<file path="config.mk">
export PLATFORM = sky130hd
export DESIGN_NAME = flash_prog_window_check
export DESIGN_NICKNAME = d
export VERILOG_FILES = /design/src/rtl/flashwin_pkg.sv /design/src/rtl/flashwin_span.sv /design/src/rtl/flashwin_rules.sv /design/src/rtl/flash_prog_window_check.sv
export SDC_FILE = /design/constraint.sdc
export NUM_CORES = 1
export LEC_CHECK = 0
export BUFFER_PORTS_ARGS = -buffer_cell sky130_fd_sc_hd__buf_2
export CAP_MARGIN = 40
export CELL_PAD_IN_SITES_DETAIL_PLACEMENT = 0
export CELL_PAD_IN_SITES_GLOBAL_PLACEMENT = 2
export CORE_MARGIN = 2
export CORE_UTILIZATION = 29
export DETAILED_ROUTE_END_ITERATION = 8
export PLACE_DENSITY = 0.79
export REMOVE_ABC_BUFFERS = 1
export SETUP_SLACK_MARGIN = 0.05
export SLEW_MARGIN = 25
export SYNTH_ARGS = -nofsm -noshare
export SYNTH_HDL_FRONTEND = slang
export SYNTH_SLANG_ARGS = --single-unit
</file>
<file path="constraint.sdc">
create_clock -name clk -period 0.8 [get_ports clk]
set_input_delay 0.16 -clock clk [delete_from_list [all_inputs] [get_ports clk]]
set_output_delay 0.16 -clock clk [all_outputs]
set_load 0.02 [all_outputs]
</file>
<file path="src/rtl/flashwin_pkg.sv">
package flashwin_pkg;
   typedef enum logic [1:0] {
      PM_DATA     = 2'd0,
      PM_DATA_GEN = 2'd1,
      PM_DATA_SUP = 2'd2,
      PM_CHK_ONLY = 2'd3
   } pmode_e;

   typedef enum logic [2:0] {
      FE_NONE   = 3'd0,
      FE_WINDOW = 3'd1,
      FE_ALIGN  = 3'd2,
      FE_BYTES  = 3'd3,
      FE_UPPER  = 3'd4
   } ferr_e;
endpackage

</file>
<file path="src/rtl/flashwin_span.sv">
module flashwin_span #(
   parameter int BLOCK_WORDS = 8,
   parameter int OFS_W       = 3,
   parameter int CNT_W       = 4
) (
   input  logic [OFS_W-1:0]       ofs,
   input  logic [CNT_W-1:0]       cnt,
   output logic                   overflow,
   output logic [BLOCK_WORDS-1:0] lanes,
   output logic [1:0]             halves
);
   localparam int HALF  = BLOCK_WORDS / 2;
   localparam int END_W = CNT_W + 1;

   logic [END_W-1:0] stop;
   assign stop     = END_W'(ofs) + END_W'(cnt);
   assign overflow = (cnt == '0) || (stop > END_W'(BLOCK_WORDS));

   generate
      for (genvar i = 0; i < BLOCK_WORDS; i++) begin : g_lane
         localparam logic [END_W-1:0] IDX = END_W'(i);
         assign lanes[i] = (IDX >= END_W'(ofs)) && (IDX < stop);
      end
   endgenerate

   assign halves[0] = |lanes[HALF-1:0];
   assign halves[1] = |lanes[BLOCK_WORDS-1:HALF];
endmodule

</file>
<file path="src/rtl/flashwin_rules.sv">
module flashwin_rules
   import flashwin_pkg::*;
#(
   parameter int BLOCK_WORDS = 8,
   parameter int OFS_W       = 3,
   parameter int CNT_W       = 4
) (
   input  pmode_e                 mode,
   input  logic                   link,
   input  logic [OFS_W-1:0]       ofs,
   input  logic [CNT_W-1:0]       cnt,
   input  logic [1:0]             sel,
   input  logic                   overflow,
   input  logic [BLOCK_WORDS-1:0] lanes,
   input  logic [1:0]             halves,
   output logic                   ok,
   output ferr_e                  err,
   output logic [1:0]             half_out,
   output logic [BLOCK_WORDS-1:0] we,
   output pmode_e                 eff
);
   localparam int HALF = BLOCK_WORDS / 2;

   logic on_half, upper_start, full_shape, half_shape;
   logic [1:0] need_sel;
   logic [1:0] hsel;
   logic [BLOCK_WORDS-1:0] wmask;

   assign on_half     = (ofs[OFS_W-2:0] == '0);
   assign upper_start = ofs[OFS_W-1];
   assign half_shape  = on_half && (cnt == CNT_W'(HALF));
   assign full_shape  = (ofs == '0) && (cnt == CNT_W'(BLOCK_WORDS));
   assign need_sel    = full_shape ? 2'b11 : 2'b01;
   assign eff         = link ? PM_DATA : mode;

   always_comb begin
      err   = FE_NONE;
      hsel  = halves;
      wmask = lanes;
      unique case (eff)
         PM_DATA: begin
            if (overflow) err = FE_WINDOW;
         end
         PM_DATA_GEN: begin
            if (overflow)                             err = FE_WINDOW;
            else if (!on_half || cnt < CNT_W'(HALF))  err = FE_ALIGN;
            wmask = {{HALF{halves[1]}}, {HALF{halves[0]}}};
         end
         PM_DATA_SUP: begin
            if (overflow)                          err = FE_WINDOW;
            else if (!(half_shape || full_shape))  err = FE_ALIGN;
            else if (sel == 2'b10)                 err = FE_UPPER;
            else if (sel != need_sel)              err = FE_BYTES;
         end
         default: begin
            wmask = '0;
            if (!on_half)                           err = FE_ALIGN;
            else if (sel == 2'b10)                  err = FE_UPPER;
            else if (sel == 2'b00)                  err = FE_BYTES;
            else if (upper_start && sel == 2'b11)   err = FE_BYTES;
            hsel = upper_start ? 2'b10 : sel;
         end
      endcase
   end

   assign ok       = (err == FE_NONE);
   assign half_out = ok ? hsel : 2'b00;
   assign we       = ok ? wmask : '0;
endmodule

</file>
<file path="src/rtl/flash_prog_window_check.sv">
module flash_prog_window_check
   import flashwin_pkg::*;
#(
   parameter int ADDR_W      = 22,
   parameter int BLOCK_WORDS = 8,
   parameter int OFS_W       = $clog2(BLOCK_WORDS),
   parameter int CNT_W       = OFS_W + 1
) (
   input  logic                   clk,
   input  logic                   rst_n,
   input  logic                   req_valid,
   input  logic [ADDR_W-1:0]      req_addr,
   input  logic [CNT_W-1:0]       req_count,
   input  logic [1:0]             req_mode,
   input  logic [1:0]             req_chk_sel,
   input  logic                   req_link,
   output logic                   rsp_valid,
   output logic                   rsp_accept,
   output logic [2:0]             rsp_err,
   output logic [1:0]             rsp_half_sel,
   output logic [BLOCK_WORDS-1:0] rsp_word_en,
   output logic [1:0]             rsp_mode,
   output logic [ADDR_W:0]        rsp_byte_addr
);
   generate
      if (BLOCK_WORDS < 4 || (1 << OFS_W) != BLOCK_WORDS)
         $error("BLOCK_WORDS must be a power of two of at least 4");
      if (ADDR_W <= OFS_W)
         $error("ADDR_W must exceed the block offset width");
   endgenerate

   logic                   ovf, ok;
   logic [BLOCK_WORDS-1:0] lanes, we;
   logic [1:0]             halves, hsel;
   ferr_e                  err;
   pmode_e                 eff;

   flashwin_span #(.BLOCK_WORDS(BLOCK_WORDS), .OFS_W(OFS_W), .CNT_W(CNT_W)) u_span (
      .ofs(req_addr[OFS_W-1:0]), .cnt(req_count),
      .overflow(ovf), .lanes(lanes), .halves(halves)
   );

   flashwin_rules #(.BLOCK_WORDS(BLOCK_WORDS), .OFS_W(OFS_W), .CNT_W(CNT_W)) u_rules (
      .mode(pmode_e'(req_mode)), .link(req_link),
      .ofs(req_addr[OFS_W-1:0]), .cnt(req_count), .sel(req_chk_sel),
      .overflow(ovf), .lanes(lanes), .halves(halves),
      .ok(ok), .err(err), .half_out(hsel), .we(we), .eff(eff)
   );

   always_ff @(posedge clk or negedge rst_n) begin
      if (!rst_n) begin
         rsp_valid     <= 1'b0;
         rsp_accept    <= 1'b0;
         rsp_err       <= 3'd0;
         rsp_half_sel  <= 2'b00;
         rsp_word_en   <= '0;
         rsp_mode      <= 2'd0;
         rsp_byte_addr <= '0;
      end else begin
         rsp_valid     <= req_valid;
         rsp_accept    <= req_valid && ok;
         rsp_err       <= req_valid ? err : FE_NONE;
         rsp_half_sel  <= req_valid ? hsel : 2'b00;
         rsp_word_en   <= req_valid ? we : '0;
         rsp_mode      <= req_valid ? eff : PM_DATA;
         rsp_byte_addr <= req_valid ? {req_addr, 1'b0} : '0;
      end
   end


   strobe_follows_req_chk: assert property (@(posedge clk) disable iff (!rst_n)
      req_valid |=> rsp_valid);

   quiet_when_idle_chk: assert property (@(posedge clk) disable iff (!rst_n)
      !req_valid |=> (!rsp_valid && rsp_word_en == '0 && rsp_err == 3'd0));

   link_demotes_chk: assert property (@(posedge clk) disable iff (!rst_n)
      (req_valid && req_link) |=> (rsp_mode == 2'd0));

   reject_no_lanes_chk: assert property (@(posedge clk) disable iff (!rst_n)
      (rsp_valid && !rsp_accept) |-> (rsp_word_en == '0 && rsp_half_sel == 2'b00 && rsp_err != 3'd0));

   gen_whole_halves_chk: assert property (@(posedge clk) disable iff (!rst_n)
      (rsp_accept && rsp_mode == 2'd1) |->
      (rsp_word_en == {{(BLOCK_WORDS/2){rsp_half_sel[1]}}, {(BLOCK_WORDS/2){rsp_half_sel[0]}}}));

   chk_only_no_words_chk: assert property (@(posedge clk) disable iff (!rst_n)
      (rsp_accept && rsp_mode == 2'd3) |-> (rsp_word_en == '0 && rsp_half_sel != 2'b00));

   byte_addr_chk: assert property (@(posedge clk) disable iff (!rst_n)
      req_valid |=> (rsp_byte_addr == {$past(req_addr), 1'b0}));
endmodule

</file>
=== Yosys cells after proc, flatten, opt, wreduce, memory -nomap -nowiden ===
Cells that the tools add are included.

* Latch bits: 0
* Logic and storage cells: 81
* ROM bits: 0
* Flip-flop bits (word level): 40
* Memories: 0
* Bits in writable memories: 0
* Output and inout bits: 40
* Input bits: 34

* Shift-type cells: 0
* Muxes and demuxes: 24
* Multiply operators: 0
* Bitwise gates (word level): 0
* Magnitude comparators: 17
* Div/mod/pow operators: 0
* Reduce and logical (&&, ||, !) cells: 25
* Equal/unequal tests: 7
* Add/subtract/negate cells: 1

{| class="wikitable"
|+ Operators with widths
! kind !! number
|-
| $mux W3 || 8
|-
| $mux W23 || 1
|-
| $lt A3 B5 Y1 const A || 4
|-
| $mux W2 || 10
|-
| $mux W8 || 2
|-
| $pmux W8 S2 || 1
|-
| $logic_and A1 B1 Y1 || 11
|-
| $lt A1 B5 Y1 const A || 2
|-
| $lt A2 B5 Y1 const A || 2
|-
| $ge A3 B3 Y1 const A || 3
|-
| $pmux W3 S3 || 1
|-
| $reduce_or A4 Y1 || 2
|-
| $eq A2 B2 Y1 const B || 3
|-
| $ge A1 B3 Y1 const A || 2
|-
| $ge A2 B3 Y1 const A || 2
|-
| $logic_not A2 Y1 || 3
|-
| $logic_not A3 Y1 || 2
|-
| $add A3 B4 Y5 || 1
|-
| $gt A5 B4 Y1 const B || 1
|-
| $eq A4 B3 Y1 const B || 1
|-
| $eq A4 B4 Y1 const B || 1
|-
| $logic_not A4 Y1 || 1
|-
| $lt A4 B3 Y1 const B || 1
|-
| $logic_or A1 B1 Y1 || 3
|-
| other kinds (6) || 6
|}

=== Logic depth before layout (Yosys ltp) ===
* Depth after elaboration: 12
* Depth in mapped cells: 10
* Mapped depth without buffers: 9

=== Cells and area by module ===
Synthesis repeated with hierarchy kept, for this count alone.

* Cells, all modules: 195
* Area total of the unflattened synthesis: 2058.2 um^2

{| class="wikitable"
|+ Modules (own cells, without submodules)
! module !! sequential area each (um^2) !! area each (um^2) !! instances !! cells each
|-
| flash_prog_window_check || 975.9 || 1263.7 || 1 || 83
|-
| flashwin_rules || 0.0 || 491.7 || 1 || 67
|-
| flashwin_span || 0.0 || 302.8 || 1 || 45
|}

=== Least setup slack after synthesis ===
No wires, ideal clock.

* Path type: in2reg
* Start point: in req_addr[1]
* End point: reg rsp_word_en[1]
* Path slack: -1.845 ns
* Library setup time: 0.096 ns
* Arrival time: 2.549 ns
* Buffers on the path: 1
* Stages on the path: 9
* Data required time: 0.704 ns
* Cells stage by stage: clkbuf_1 > inv_1 > fa_1 > nor2b_1 > a211oi_1 > o32ai_1 > o211a_1 > nand3_2 > a311oi_2

* Longest elaborated chain between the ends: 12
* Elaborated cells between the ends (all ways): 38
* Those cells by class: add/sub: 1; order compare: 9; eq/ne: 1; mux: 13; reduce/logical: 14

{| class="wikitable"
|+ Ends and longest elaborated chain
! what !! RTL line !! source
|-
| from (decl) || flash_prog_window_check.sv:12 || <nowiki>input logic [ADDR_W-1:0] req_addr,</nowiki>
|-
| parallel branches: the longest is 10 deep, another holds $add A3 B4 Y5 || - ||
|-
| $mux W8 * || flashwin_rules.sv:68 || <nowiki>assign we = ok ? wmask : '0;</nowiki>
|-
| $mux W8 * || flash_prog_window_check.sv:64 || <nowiki>rsp_word_en <= req_valid ? we : '0;</nowiki>
|-
| to (signal assigned) || flash_prog_window_check.sv:64 ||
|-
| to (decl) || flash_prog_window_check.sv:21 || <nowiki>output logic [BLOCK_WORDS-1:0] rsp_word_en,</nowiki>
|}

Every way passes the cells marked *.

=== Worst setup path after layout ===
* Start point: in req_count[1]
* End point: reg rsp_word_en[0]

* Longest elaborated chain between the ends: 12
* Elaborated cells between the ends (all ways): 34
* Those cells by class: add/sub: 1; order compare: 6; eq/ne: 3; mux: 12; reduce/logical: 12

{| class="wikitable"
|+ Ends and longest elaborated chain
! what !! RTL line !! source
|-
| from (decl) || flash_prog_window_check.sv:13 || <nowiki>input logic [CNT_W-1:0] req_count,</nowiki>
|-
| parallel branches: the longest is 10 deep, another holds $add A3 B4 Y5 || - ||
|-
| $mux W8 * || flashwin_rules.sv:68 ||
|-
| $mux W8 * || flash_prog_window_check.sv:64 ||
|}

Marks and branches as above.

==> flow_metrics.env <==
export IMPL_status="complete, but fails checks"
export IMPL_violations="setup timing"
export IMPL_cp_required_ns=1.01
export IMPL_ys_types=47
export IMPL_cts_sinks=39
export IMPL_hold_depth=2
export IMPL_powerDensity_nw_per_um2=1480
export IMPL_finalHoldViolCount=0
export IMPL_crit_type="input pin to flip-flop"
export IMPL_min_path_type="input pin to flip-flop"
export IMPL_yosysTopAreaCell="dfrtp_1"
export IMPL_syn_area_um2=2021
export IMPL_antenna_found_initial=0
export IMPL_period_needed_ns=2.105
export IMPL_switching_power_mw=1.436
export IMPL_rsz0062_at_grt="yes"
export IMPL_synth_seq_cells=39
export IMPL_h_tree_depth=2
export IMPL_crit_arrival_ns=2.32
export IMPL_pwr_share_clk_pct=26.5
export IMPL_synth_top_area_share_pct=48.30
export IMPL_yosysWarnings=0
export IMPL_final_nets=377
export IMPL_p_leak_nw=1.655
export IMPL_die_h_um=87.48
export IMPL_die_w_um=87.48
export IMPL_critPathMaxFanout=3
export IMPL_io_buffers=72
export IMPL_clkTransAtPathRegs_ns=0.07
export IMPL_grt_pass1_wl_um=9308
export IMPL_die_area_um2=7652
export IMPL_postLayoutSetupSlackWorst_ns=-1.305
export IMPL_period_share_pct=263.2
export IMPL_layout_drive_gt1_share_pct=50.88
export IMPL_antenna_cells_inserted=0
export IMPL_row_count=30
export IMPL_fmax_ghz=0.4750
export IMPL_ant_nets=0
export IMPL_final_area_um2=3475
export IMPL_finalPower_mw=5.141
export IMPL_pwr_share_comb_pct=32.1
export IMPL_drtIter0Drc=60
export IMPL_grt_total_usage_pct=15.39
export IMPL_placed_area_um2=2854
export IMPL_vias_per_cell=4.767
export IMPL_setup_viol=53
export IMPL_avgSynthCellArea_um2=9.668
export IMPL_drc=0
export IMPL_grt_pass1_vias=1962
export IMPL_area_growth_pct=71.95
export IMPL_drv_slew=0
export IMPL_synth_seq_area_share_pct=48.30
export IMPL_grt_max_degree=24
export IMPL_wire_per_inst_um=13.77
export IMPL_dr_pass1_iters=4
export IMPL_grt_overflow_total=0
export IMPL_swShare_pct=27.94
export IMPL_crit_path_end_kind="flip-flop"
export IMPL_pwr_share_seq_pct=41.3
export IMPL_via_count=2002
export IMPL_peakVddDrop_mv=0.5646
export IMPL_cts_tree="done"
export IMPL_cts_root_buf="clkbuf_8"
export IMPL_io_pins=74
export IMPL_cap_violations=0
export IMPL_post_dp_hpwl_um=4423
export IMPL_drt_wl_total_um=5784
export IMPL_cts_buffers=5
export IMPL_synthCells=209
export IMPL_fill_cells=624
export IMPL_crit_path_start_kind="input pin"
export IMPL_clockBufferDepth=2
export IMPL_place_gp_congestion=0.8106
export IMPL_internal_power_mw=3.704
export IMPL_core_um2=6756
export IMPL_start_util_pct=29.91
export IMPL_synthTopCellsByArea="dfrtp_1 48%, and2_1 7.1%, a21oi_1 4.0%"
export IMPL_fin_util_pct=51.43
[final timing paths]
kind / start / end / slack (ns)
max in group asynchronous: rst_n / rsp_byte_addr[11]$_DFF_PN0_ / 0.13
min in group asynchronous: rst_n / rsp_byte_addr[5]$_DFF_PN0_ / 0.27
min: req_addr[9] / rsp_byte_addr[10]$_DFF_PN0_ / 0.09
max: req_count[1] / rsp_word_en[0]$_DFF_PN0_ / -1.31
[repair_timing]
action                                  4_1_cts  5_1_grt
hold buffers                                  1        0
gates resized for setup                     118        8
hold endpoints to repair                     31        0
cloned                                        0        0
endpoints found under the setup margin       53       53
pin swaps                                    14        5
setup buffers                                 5        2
[routing by layer]
layer  track usage, %  vias to the layer above  routed length [um]
li1                 -                      997                   -
met1            19.13                      921                2526
met2            26.65                       78                2783
met3            2.938                        6                 401
met4            5.035                        0                  73
met5                0                        -                   0
[per-stage QoR]
step	cells	setup TNS [ns]	hold WS, ns	setup WS [ns]
4_1_cts	419	-22.27	0.07813	-1.258
2_1_floorplan	198	-24.07	-0.1356	-1.829
3_5_place_dp	405	-22.54	0.03660	-1.705
3_3_place_gp	405	-22.18	0.03267	-1.664
5_1_grt	420	-24.26	0.08296	-1.351
6_report	420	-22.44	0.08854	-1.305
[cell type report]
class,instances,area [um^2],share of cell area (%)
timing repair buffer,134,1140,32.81
multi-input combinational,149,1121,32.27
clock buffer,8,100.1,2.881
sequential,39,975.9,28.09
tap,80,100.1,2.881
inverter,10,37.54,1.080
[Yosys cell counts (all sizes together)]
library cell	n
buf	2
xor2	1
a41oi	1
a311o	2
or4b	1
nand2b	7
o211a	1
o32ai	2
dfrtp	39
nor2	15
mux2i	1
conb	1
nand3	6
nor3b	1
o41ai	1
a32oi	1
or2	2
fa	1
nand4b	1
a211oi	8
ha	3
or4	1
o22ai	1
nand4	1
a32o	1
o21ai	10
and3	1
a221o	1
a21oi	16
clkbuf	9
o2bb2ai	1
a31oi	2
nand3b	2
nor4	2
nor3	3
o31a	1
and2	23
and4	1
nor2b	5
a311oi	1
o21a	1
nand2	11
inv	10
a21o	4
or3	4
[flip-flops by register name (all words and copies together) (netlist names)]
register and flops:
rsp_err 3, rsp_half_sel 2, rsp_word_en 8, rsp_accept 1, rsp_byte_addr 22, rsp_mode 2, rsp_valid 1
[critical path, cell delays in order]
cell and delay [ns]:
buf_6 0.09, or4_4 0.52, or4b_4 0.50, a221o_1 0.37
a41oi_4 0.27, buf_4 0.17, nand3_2 0.10, nor2b_1 0.13
[power by group through the flow]
stage / clock network, mW / logic [mW] / registers [mW]
floorplan: 0 / 0.471 / 2.28
global placement: 0 / 1.29 / 2.13
detailed placement: 0 / 1.29 / 2.14
CTS: 1.42 / 1.61 / 2.13
global route: 1.49 / 1.79 / 2.13
finish: 1.36 / 1.65 / 2.13
[cell usage in the layout (no fill, tap or decap), drive strengths merged, types with 2 or more instances in the layout]
| master | instances |
|---|---|
| a21o | 4 |
| or3 | 4 |
| nand2b | 7 |
| nand3b | 2 |
| nor4 | 2 |
| a21oi | 16 |
| inv | 10 |
| ha | 3 |
| or2 | 2 |
| o32ai | 2 |
| nand2 | 11 |
| nor2b | 5 |
| a311o | 2 |
| and2 | 23 |
| buf | 133 |
| nand3 | 6 |
| clkbuf | 8 |
| nor2 | 15 |
| a31oi | 2 |
| dfrtp | 39 |
| o21ai | 10 |
| nor3 | 3 |
| a211oi | 8 |
[cell families after synthesis]
logic type | count (synthesis) | synth area share, %
adders and majority gates | 4 | 2.849
other | 1 | 0.1856
buffers and inverters | 21 | 4.458
and+or+nand+nor | 87 | 24.46
DFF | 39 | 48.30
xor gates and xnor gates | 1 | 0.4335
AOI/OAI and AO/OA | 55 | 18.82
muxes | 1 | 0.4954
Note: power is estimated with default switching activity, not from simulation.
